**src/rtl/chan_dma_pkg.sv**
```systemverilog
package chan_dma_pkg;

  localparam int CFG_EN_BIT    = 31;
  localparam int CFG_TD_BIT    = 30;
  localparam int CFG_RETRY_BIT = 24;
  localparam int ZLP_BIT       = 19;
  localparam int TD_DIR_BIT    = 16;
  localparam logic [4:0] TYPE_HOST = 5'h10;
  localparam logic [4:0] TYPE_TD   = 5'h13;

  typedef enum logic [2:0] {
    ST_IDLE,
    ST_FETCH,
    ST_XFER,
    ST_WRITEBACK,
    ST_COMPLETE,
    ST_TEARDOWN,
    ST_TDWAIT
  } chanState_e;

  typedef enum logic [1:0] {
    MS_W0,
    MS_W2,
    MS_TD
  } memSel_e;

  typedef struct packed {
    logic    popSub;
    logic    capW0;
    logic    capW2;
    logic    takeBeat;
    logic    memRe;
    logic    memWe;
    memSel_e memSel;
    logic    pushDesc;
    logic    pushTd;
  } chanStrobe_t;

endpackage

```
**src/rtl/chanCtrl.sv**
```systemverilog
module chanCtrl
  import chan_dma_pkg::*;
#(
  parameter bit IS_RX = 1'b1
) (
  input  logic        clk,
  input  logic        rstN,
  input  logic        cfgWrEn,
  input  logic        cfgWrEnBit,
  input  logic        cfgEn,
  input  logic        cfgTd,
  input  logic        cfgRetry,
  input  logic        subValid,
  input  logic        remZero,
  input  logic        zlpFlag,
  input  logic        beatReady,
  input  logic        pktEnd,
  output logic        subReady,
  output logic        beatValid,
  output chanStrobe_t strobe
);

  chanState_e state, nextState;
  logic [1:0] step, nextStep;
  logic       armed;
  logic       pollOk;

  assign pollOk = armed || !IS_RX || cfgRetry;

  always_comb begin
    strobe    = '0;
    nextState = state;
    nextStep  = '0;
    subReady  = 1'b0;
    beatValid = 1'b0;
    case (state)
      ST_IDLE: begin
        if (cfgEn && cfgTd) begin
          nextState = ST_TEARDOWN;
        end else if (cfgEn && pollOk && subValid) begin
          subReady      = 1'b1;
          strobe.popSub = 1'b1;
          nextState     = ST_FETCH;
        end
      end
      ST_FETCH: begin
        if (step == 2'd0) begin
          strobe.memRe  = 1'b1;
          strobe.memSel = MS_W0;
          nextStep      = 2'd1;
        end else if (step == 2'd1) begin
          strobe.memRe  = 1'b1;
          strobe.memSel = MS_W2;
          strobe.capW0  = 1'b1;
          nextStep      = 2'd2;
        end else begin
          strobe.capW2 = 1'b1;
          nextState    = ST_XFER;
        end
      end
      ST_XFER: begin
        if (zlpFlag || remZero) begin
          nextState = ST_WRITEBACK;
        end else begin
          beatValid = 1'b1;
          if (beatReady) begin
            strobe.takeBeat = 1'b1;
          end else if (cfgTd) begin
            nextState = ST_WRITEBACK;
          end else if (IS_RX && pktEnd) begin
            nextState = ST_WRITEBACK;
          end
        end
      end
      ST_WRITEBACK: begin
        strobe.memWe = 1'b1;
        if (step == 2'd0) begin
          strobe.memSel = MS_W0;
          nextStep      = 2'd1;
        end else begin
          strobe.memSel = MS_W2;
          nextState     = ST_COMPLETE;
        end
      end
      ST_COMPLETE: begin
        strobe.pushDesc = 1'b1;
        nextState = (cfgEn && cfgTd) ? ST_TEARDOWN : ST_IDLE;
      end
      ST_TEARDOWN: begin
        if (step == 2'd0) begin
          strobe.memWe  = 1'b1;
          strobe.memSel = MS_TD;
          nextStep      = 2'd1;
        end else begin
          strobe.pushTd = 1'b1;
          nextState     = ST_TDWAIT;
        end
      end
      ST_TDWAIT: begin
        if (!cfgEn) nextState = ST_IDLE;
      end
      default: nextState = ST_IDLE;
    endcase
  end

  always_ff @(posedge clk) begin
    if (!rstN) begin
      state <= ST_IDLE;
      step  <= '0;
      armed <= 1'b0;
    end else begin
      state <= nextState;
      step  <= nextStep;
      if (cfgWrEn && cfgWrEnBit) armed <= 1'b1;
      else if (state == ST_COMPLETE) armed <= 1'b1;
      else if (state == ST_IDLE && cfgEn && !subValid && !cfgRetry && IS_RX)
        armed <= 1'b0;
    end
  end

  assert_sub_gate_R12: assert property (@(posedge clk) disable iff (!rstN)
    subReady |-> (subValid && cfgEn));

  assert_td_park_R9: assert property (@(posedge clk) disable iff (!rstN)
    (state == ST_TDWAIT && cfgEn) |=> !subReady);

  assert_td_sample_R7: assert property (@(posedge clk) disable iff (!rstN)
    (state == ST_XFER && strobe.takeBeat) |=> (state == ST_XFER));

endmodule

```
**src/rtl/chanDatapath.sv**
```systemverilog
module chanDatapath
  import chan_dma_pkg::*;
#(
  parameter int          LEN_W        = 22,
  parameter int          QUEUE_W      = 12,
  parameter int          BEAT_BYTES   = 4,
  parameter bit          IS_RX        = 1'b1,
  parameter int          PORT         = 0,
  parameter logic [31:0] TD_DESC_ADDR = 32'h0000_00E0,
  parameter int          TD_QUEUE     = 0,
  localparam int         BW           = $clog2(BEAT_BYTES + 1)
) (
  input  logic               clk,
  input  logic               rstN,
  input  chanStrobe_t        strobe,
  input  logic               cfgWrEn,
  input  logic [31:0]        cfgWrData,
  input  logic [31:0]        subAddr,
  input  logic [31:0]        memRdata,
  output logic               cfgEn,
  output logic               cfgTd,
  output logic               cfgRetry,
  output logic               remZero,
  output logic               zlpFlag,
  output logic [BW-1:0]      beatBytes,
  output logic               memRe,
  output logic               memWe,
  output logic [31:0]        memAddr,
  output logic [31:0]        memWdata,
  output logic               cmplValid,
  output logic [QUEUE_W-1:0] cmplQueue,
  output logic [31:0]        cmplAddr
);

  localparam logic [31:0] TD_WORD = (32'(TYPE_TD) << 27)
                                  | (IS_RX ? (32'd1 << TD_DIR_BIT) : 32'd0)
                                  | 32'(PORT % 32);

  logic [31:0]      cfgReg;
  logic [31:0]      descAddr;
  logic [31:0]      word0;
  logic [31:0]      word2;
  logic [LEN_W-1:0] moved;
  logic [LEN_W-1:0] lenField;
  logic [LEN_W-1:0] remaining;
  logic [31:0]      w2Back;
  logic [QUEUE_W-1:0] descQueue;
  logic             addrUnused;
  logic             cfgUnused;

  assign cfgEn    = cfgReg[CFG_EN_BIT];
  assign cfgTd    = cfgReg[CFG_TD_BIT];
  assign cfgRetry = cfgReg[CFG_RETRY_BIT];

  assign lenField  = word0[LEN_W-1:0];
  assign remaining = lenField - moved;
  assign remZero   = (remaining == '0);

  always_comb begin
    if (remaining >= LEN_W'(BEAT_BYTES)) beatBytes = BW'(BEAT_BYTES);
    else                                 beatBytes = remaining[BW-1:0];
  end

  generate
    if (IS_RX) begin : g_rx
      assign zlpFlag   = 1'b0;
      assign descQueue = cfgReg[QUEUE_W-1:0];
      assign w2Back    = word2 | ((moved == '0) ? (32'd1 << ZLP_BIT) : 32'd0);
      assign cfgUnused = ^{cfgReg[29:25], cfgReg[23:QUEUE_W]};
    end else begin : g_tx
      assign zlpFlag   = word2[ZLP_BIT];
      assign descQueue = word2[QUEUE_W-1:0];
      assign w2Back    = word2;
      assign cfgUnused = ^{cfgReg[29:25], cfgReg[23:0]};
    end
  endgenerate

  assign addrUnused = ^subAddr[4:0];

  always_ff @(posedge clk) begin
    if (!rstN) begin
      cfgReg   <= '0;
      descAddr <= '0;
      word0    <= '0;
      word2    <= '0;
      moved    <= '0;
    end else begin
      if (cfgWrEn)       cfgReg   <= cfgWrData;
      if (strobe.popSub) descAddr <= {subAddr[31:5], 5'b0};
      if (strobe.capW0) begin
        word0 <= memRdata;
        moved <= '0;
      end else if (strobe.takeBeat) begin
        moved <= moved + LEN_W'(beatBytes);
      end
      if (strobe.capW2) word2 <= memRdata;
    end
  end

  assign memRe = strobe.memRe;
  assign memWe = strobe.memWe;

  always_comb begin
    case (strobe.memSel)
      MS_W0:   memAddr = descAddr;
      MS_W2:   memAddr = descAddr + 32'd8;
      default: memAddr = TD_DESC_ADDR;
    endcase
    case (strobe.memSel)
      MS_W0:   memWdata = {word0[31:LEN_W], moved};
      MS_W2:   memWdata = w2Back;
      default: memWdata = TD_WORD;
    endcase
  end

  assign cmplValid = strobe.pushDesc | strobe.pushTd;
  assign cmplQueue = strobe.pushTd ? QUEUE_W'(TD_QUEUE) : descQueue;
  assign cmplAddr  = strobe.pushTd ? TD_DESC_ADDR : descAddr;

  assert_mem_excl_R2: assert property (@(posedge clk) disable iff (!rstN)
    !(memRe && memWe));

  assert_moved_bound_R3: assert property (@(posedge clk) disable iff (!rstN)
    moved <= lenField);

  assert_cmpl_aligned_R11: assert property (@(posedge clk) disable iff (!rstN)
    cmplValid |-> (cmplAddr[4:0] == 5'd0));

  assert_cmpl_pulse_R11: assert property (@(posedge clk) disable iff (!rstN)
    cmplValid |=> !cmplValid);

endmodule

```
**src/rtl/dma_chan_engine.sv**
```systemverilog
module dma_chan_engine
  import chan_dma_pkg::*;
#(
  parameter int          LEN_W        = 22,
  parameter int          QUEUE_W      = 12,
  parameter int          BEAT_BYTES   = 4,
  parameter bit          IS_RX        = 1'b1,
  parameter int          PORT         = 0,
  parameter logic [31:0] TD_DESC_ADDR = 32'h0000_00E0,
  parameter int          TD_QUEUE     = 0,
  localparam int         BW           = $clog2(BEAT_BYTES + 1)
) (
  input  logic               clk,
  input  logic               rstN,
  input  logic               cfgWrEn,
  input  logic [31:0]        cfgWrData,
  input  logic               subValid,
  input  logic [31:0]        subAddr,
  output logic               subReady,
  output logic               memRe,
  output logic               memWe,
  output logic [31:0]        memAddr,
  output logic [31:0]        memWdata,
  input  logic [31:0]        memRdata,
  output logic               beatValid,
  output logic [BW-1:0]      beatBytes,
  input  logic               beatReady,
  input  logic               pktEnd,
  output logic               cmplValid,
  output logic [QUEUE_W-1:0] cmplQueue,
  output logic [31:0]        cmplAddr
);

  chanStrobe_t strobe;
  logic cfgEn, cfgTd, cfgRetry, remZero, zlpFlag;

  chanCtrl #(.IS_RX(IS_RX)) uCtrl (
    .clk       (clk),
    .rstN      (rstN),
    .cfgWrEn   (cfgWrEn),
    .cfgWrEnBit(cfgWrData[CFG_EN_BIT]),
    .cfgEn     (cfgEn),
    .cfgTd     (cfgTd),
    .cfgRetry  (cfgRetry),
    .subValid  (subValid),
    .remZero   (remZero),
    .zlpFlag   (zlpFlag),
    .beatReady (beatReady),
    .pktEnd    (pktEnd),
    .subReady  (subReady),
    .beatValid (beatValid),
    .strobe    (strobe)
  );

  chanDatapath #(
    .LEN_W       (LEN_W),
    .QUEUE_W     (QUEUE_W),
    .BEAT_BYTES  (BEAT_BYTES),
    .IS_RX       (IS_RX),
    .PORT        (PORT),
    .TD_DESC_ADDR(TD_DESC_ADDR),
    .TD_QUEUE    (TD_QUEUE)
  ) uData (
    .clk      (clk),
    .rstN     (rstN),
    .strobe   (strobe),
    .cfgWrEn  (cfgWrEn),
    .cfgWrData(cfgWrData),
    .subAddr  (subAddr),
    .memRdata (memRdata),
    .cfgEn    (cfgEn),
    .cfgTd    (cfgTd),
    .cfgRetry (cfgRetry),
    .remZero  (remZero),
    .zlpFlag  (zlpFlag),
    .beatBytes(beatBytes),
    .memRe    (memRe),
    .memWe    (memWe),
    .memAddr  (memAddr),
    .memWdata (memWdata),
    .cmplValid(cmplValid),
    .cmplQueue(cmplQueue),
    .cmplAddr (cmplAddr)
  );

  assert_beat_size_R3: assert property (@(posedge clk) disable iff (!rstN)
    beatValid |-> (beatBytes != '0 && beatBytes <= BW'(BEAT_BYTES)));

endmodule

```
**config.mk**
```make
export PLATFORM = sky130hd
export DESIGN_NAME = dma_chan_engine
export DESIGN_NICKNAME = d
export VERILOG_FILES = /design/src/rtl/chan_dma_pkg.sv /design/src/rtl/chanCtrl.sv /design/src/rtl/chanDatapath.sv /design/src/rtl/dma_chan_engine.sv
export SDC_FILE = /design/constraint.sdc
export NUM_CORES = 1
export LEC_CHECK = 0
export ABC_CLOCK_PERIOD_IN_PS = 5300
export CAP_MARGIN = 10
export CORE_UTILIZATION = 23
export CTS_CLUSTER_DIAMETER = 100
export DETAILED_ROUTE_END_ITERATION = 7
export GPL_TIMING_DRIVEN = 0
export PLACE_DENSITY = 0.51
export SLEW_MARGIN = 20
export SYNTH_ARGS = -nofsm -noshare
export SYNTH_HDL_FRONTEND = slang
export SYNTH_HIERARCHICAL = 1
export SYNTH_SLANG_ARGS = --single-unit
export TNS_END_PERCENT = 1
```
**constraint.sdc**
```tcl
create_clock -name clk -period 5.3 [get_ports clk]
set_input_delay 1.06 -clock clk [delete_from_list [all_inputs] [get_ports clk]]
set_output_delay 1.06 -clock clk [all_outputs]
set_load 0.03 [all_outputs]
```
==> impl_metrics.prom <==
# TYPE chip_impl_metric gauge
chip_impl_metric{name="buffers_on_ports",unit=""} 186
chip_impl_metric{name="synth_cells",unit=""} 923
chip_impl_info{name="synth_top_cell_by_area",value="sky130_fd_sc_hd__dfxtp_1"} 1
chip_impl_metric{name="ys.warnings.count",unit=""} 6
chip_impl_info{name="most_common_cell_after_layout_fill_and_taps_aside",value="sky130_fd_sc_hd__clkdlybuf4s50_1"} 1
chip_impl_metric{name="viasPerCell",unit=""} 4.37
chip_impl_metric{name="total_leakage_power",unit="nW"} 4.10
chip_impl_info{name="worst_setup_path_end_kind",value="output pin"} 1
chip_impl_metric{name="insertedDiodeCount",unit=""} 0
chip_impl_metric{name="yosysSeqAreaShare",unit=""} 0.333
chip_impl_metric{name="htreeDepth",unit=""} 4
chip_impl_metric{name="endpoints_failing_hold",unit=""} 0
chip_impl_metric{name="initial_core_util",unit=""} 0.233
chip_impl_metric{name="timing.final.ws_setup",unit="ns"} 0.216
chip_impl_metric{name="routed_wire_length_per_instance",unit="um"} 15.9
chip_impl_metric{name="antenna_found_initial",unit=""} 0
chip_impl_metric{name="number_of_nets_with_antenna_violations_after_routing",unit=""} 0
chip_impl_metric{name="total_grt_usage",unit=""} 0.142
chip_impl_metric{name="power.combinational.fraction",unit=""} 0.323
chip_impl_metric{name="netlist_area",unit="sq mm"} 0.00804
chip_impl_metric{name="final-instance-count-excl-fill",unit=""} 1606
chip_impl_metric{name="max-cap-violations",unit=""} 0
chip_impl_metric{name="pwr_density",unit="mW/mm^2"} 308
chip_impl_info{name="synth.top_cells.by_area",value="sky130_fd_sc_hd__dfxtp_1, sky130_fd_sc_hd__mux2i_1, sky130_fd_sc_hd__nor2b_1"} 1
chip_impl_metric{name="post-place-cells",unit=""} 1573
chip_impl_metric{name="synth_cell_type_count",unit=""} 64
chip_impl_metric{name="chipWidth",unit="um"} 189
chip_impl_metric{name="rows",unit=""} 68
chip_impl_metric{name="max-slew-margin-rel",unit=""} 0.347
chip_impl_metric{name="timing.final.crit_period",unit="ns"} 5.08
chip_impl_metric{name="grt_max_degree",unit=""} 17
chip_impl_metric{name="placeableCoreArea",unit="sq mm"} 0.0345
chip_impl_metric{name="cp_data_required_time",unit="ns"} 4.24
chip_impl_metric{name="remaining_drc_errors",unit=""} 0
chip_impl_metric{name="layout.nets",unit=""} 1265
chip_impl_metric{name="max_slew.worst_pin.slew",unit="ns"} 0.980
chip_impl_info{name="cts_root_buf",value="sky130_fd_sc_hd__clkbuf_16"} 1
chip_impl_metric{name="internal_power",unit="W"} 0.00231
chip_impl_metric{name="holdPathStages",unit=""} 2
chip_impl_info{name="rsz0062_at_grt",value="false"} 1
chip_impl_info{name="run_status",value="finished clean"} 1
chip_impl_metric{name="num_cts_buffers",unit=""} 17
chip_impl_metric{name="globalplace.congestion",unit=""} 0.841
chip_impl_metric{name="grt_pass1_vias",unit=""} 6831
chip_impl_metric{name="die_y",unit="um"} 189
chip_impl_info{name="layout_common_cells",value="sky130_fd_sc_hd__clkdlybuf4s50_1, sky130_fd_sc_hd__nor2b_1, sky130_fd_sc_hd__mux2i_1"} 1
chip_impl_metric{name="ys_async_sr_fraction",unit=""} 0
chip_impl_info{name="setup.worst_path.start_class",value="flip-flop"} 1
chip_impl_metric{name="worst_skew_pair.late_latency",unit="ns"} 0.42
chip_impl_metric{name="whs",unit="ns"} 0.497
chip_impl_metric{name="final_layout_size_suffix_gt1_frac",unit=""} 0.0834
chip_impl_metric{name="fin_setup_tns",unit="ns"} 0
chip_impl_metric{name="design.portCount",unit=""} 218
chip_impl_info{name="worst_hold_path_type",value="reg2reg"} 1
chip_impl_metric{name="worst_setup_hold_path_clk_slew",unit="ns"} 0.06
chip_impl_metric{name="synth.top_cell.area_share",unit=""} 0.333
chip_impl_metric{name="dpl_ws",unit="ns"} -0.848
chip_impl_metric{name="globalRoute.totalOverflow",unit=""} 0
chip_impl_metric{name="average_size_of_a_mapped_cell",unit="sq um"} 8.72
chip_impl_metric{name="final-max-slew-violation-count",unit=""} 0
chip_impl_metric{name="place.detailed.hpwl",unit="mm"} 19.9
chip_impl_metric{name="sequential_power_share",unit=""} 0.309
chip_impl_metric{name="floorplan.die_area",unit="sq mm"} 0.0357
chip_impl_metric{name="fillerInstances",unit=""} 3657
chip_impl_info{name="tritoncts",value="done"} 1
chip_impl_metric{name="cp.arrival",unit="ns"} 4.02
chip_impl_metric{name="grt_pass1_wl",unit="mm"} 39.1
chip_impl_metric{name="synth-seq-cells",unit=""} 134
chip_impl_metric{name="pwr-share-clk",unit=""} 0.367
chip_impl_metric{name="timing.clock.skew",unit="ns"} 0.0107
chip_impl_metric{name="worstPathMaxFanout",unit=""} 10
chip_impl_metric{name="switching_share",unit=""} 0.332
chip_impl_metric{name="rr_worst_depth",unit=""} 21
chip_impl_metric{name="total_switching_power",unit="W"} 0.00115
chip_impl_metric{name="achievable-frequency",unit="MHz"} 197
chip_impl_metric{name="clock_sinks",unit=""} 134
chip_impl_metric{name="fin_crit_sh",unit=""} 0.959
chip_impl_metric{name="number_of_drc_violations_after_detailed_routing_iteration_0",unit=""} 314
chip_impl_metric{name="cts.path.max_buffers",unit=""} 2
chip_impl_metric{name="synth_enable_flop_cells",unit=""} 0
chip_impl_metric{name="final-setup-viol-count",unit=""} 0
chip_impl_info{name="postSynth.topFlopCell",value="sky130_fd_sc_hd__dfxtp_1"} 1
chip_impl_metric{name="vdd_drop_max",unit="uV"} 208
chip_impl_info{name="worst-setup-path-type",value="reg2out"} 1
chip_impl_metric{name="syn2layout_area_growth",unit="%"} 39.3
chip_impl_metric{name="drt_first_pass_iters",unit=""} 4
chip_impl_metric{name="dr_total_vias",unit=""} 7026
chip_impl_metric{name="postRouteWirelength",unit="mm"} 25.5
[synth_stat cells (all sizes together) (3+ instances only)]
library cell,n
and3,9
o21a,5
o21ai,23
xnor2,12
nor3b,6
dfxtp,134
and2,5
a211oi,9
a31oi,5
nor2b,175
nand2b,6
or3,7
a21oi,35
inv,31
o22ai,3
nand4,9
nor3,10
o2111ai,3
o211ai,7
nand3,18
nor4,8
ha,23
clkbuf,46
nand2,54
or2,7
nor2,56
buf,25
mux2i,149
a21o,9
xor2,4
[power groups by stage]
stage	sequential, W	clock, W	combinational, W
3_5_place_dp	0.00109	0	0.00105
4_1_cts	0.00107	0.00131	0.00107
6_report	0.00107	0.00127	0.00112
2_1_floorplan	0.00108	0	0.000690
5_1_grt	0.00107	0.00135	0.00120
3_3_place_gp	0.00109	0	0.00105
[through the flow]
stage	utilization	power, W	cell area [sq um]
global placement	0.305	0.00214	10500
finish	0.325	0.00346	11200
global route	0.325	0.00363	11200
detailed placement	0.305	0.00214	10500
floorplan	-	0.00177	8090
CTS	0.324	0.00345	11200
[area by class of cell]
| class | count | area [sq um] | share of cell area |
|---|---|---|---|
| clock buffers | 18 | 439 | 0.0392 |
| inverters | 31 | 116 | 0.0104 |
| multi-input cells | 696 | 5010 | 0.447 |
| well taps | 455 | 569 | 0.0508 |
| flip-flops and latches | 134 | 2680 | 0.240 |
| clock inverters | 14 | 186 | 0.0166 |
| plain buffers | 71 | 339 | 0.0303 |
| repair buffers | 187 | 1860 | 0.166 |
[worst paths after layout]
kind	start	endpoint	slack (ns)
hold reg to reg	uData/word0[0]	flip-flop	0.50
setup / recovery	uCtrl/state[0]	memWdata[15]	0.22
setup reg to reg	flip-flop	uData/moved[18]	0.39
hold / removal	uData/word0[0]	flip-flop	0.50
[critical path, cell delays in order, from the launching register on]
cell                              delay, ns
sky130_fd_sc_hd__dfxtp_1               0.47
sky130_fd_sc_hd__clkbuf_1              0.38
sky130_fd_sc_hd__nor3b_1               0.23
sky130_fd_sc_hd__clkbuf_1              0.49
sky130_fd_sc_hd__clkbuf_1              0.78
sky130_fd_sc_hd__mux2i_1               0.19
sky130_fd_sc_hd__nor2_1                0.26
sky130_fd_sc_hd__clkdlybuf4s50_1       0.81
[kinds of logic (layout without fill, tap and decap cells)]
logic type | after synthesis | after routing | share of synthesized area
other cells | 1 | 10 | 0.000466
mux | 150 | 150 | 0.187
compound gates | 119 | 119 | 0.107
buf+inv | 102 | 321 | 0.0565
xor+xnor | 16 | 16 | 0.0174
simple gates | 375 | 375 | 0.256
flops | 134 | 134 | 0.333
fa+ha+maj | 26 | 26 | 0.0420
[repair_timing]
| action | in CTS | in global routing |
|---|---|---|
| pin swaps | 1 | 0 |
| buffers inserted | 1 | 0 |
| resized for setup | 10 | 14 |
| hold buffers | 0 | 0 |
| setup endpoints to repair | 20 | 9 |
[layer usage]
metal / GRT usage / up-vias / routed length [um]
li1: - / 3573 / -
met1: 0.178 / 3252 / 11600
met2: 0.245 / 181 / 12200
met3: 0.0272 / 20 / 1370
met4: 0.0409 / 0 / 426
met5: 0 / - / 0
[registers in the layout, summed over array words and instances, names as in the netlist, named ones only]
name / count
uCtrl/armed: 1
uCtrl/state: 3
uCtrl/step: 2
uData/cfgReg: 15
uData/descAddr: 27
uData/moved: 21
uData/word0: 32
uData/word2: 32
Power figures use the tool's default switching activity.
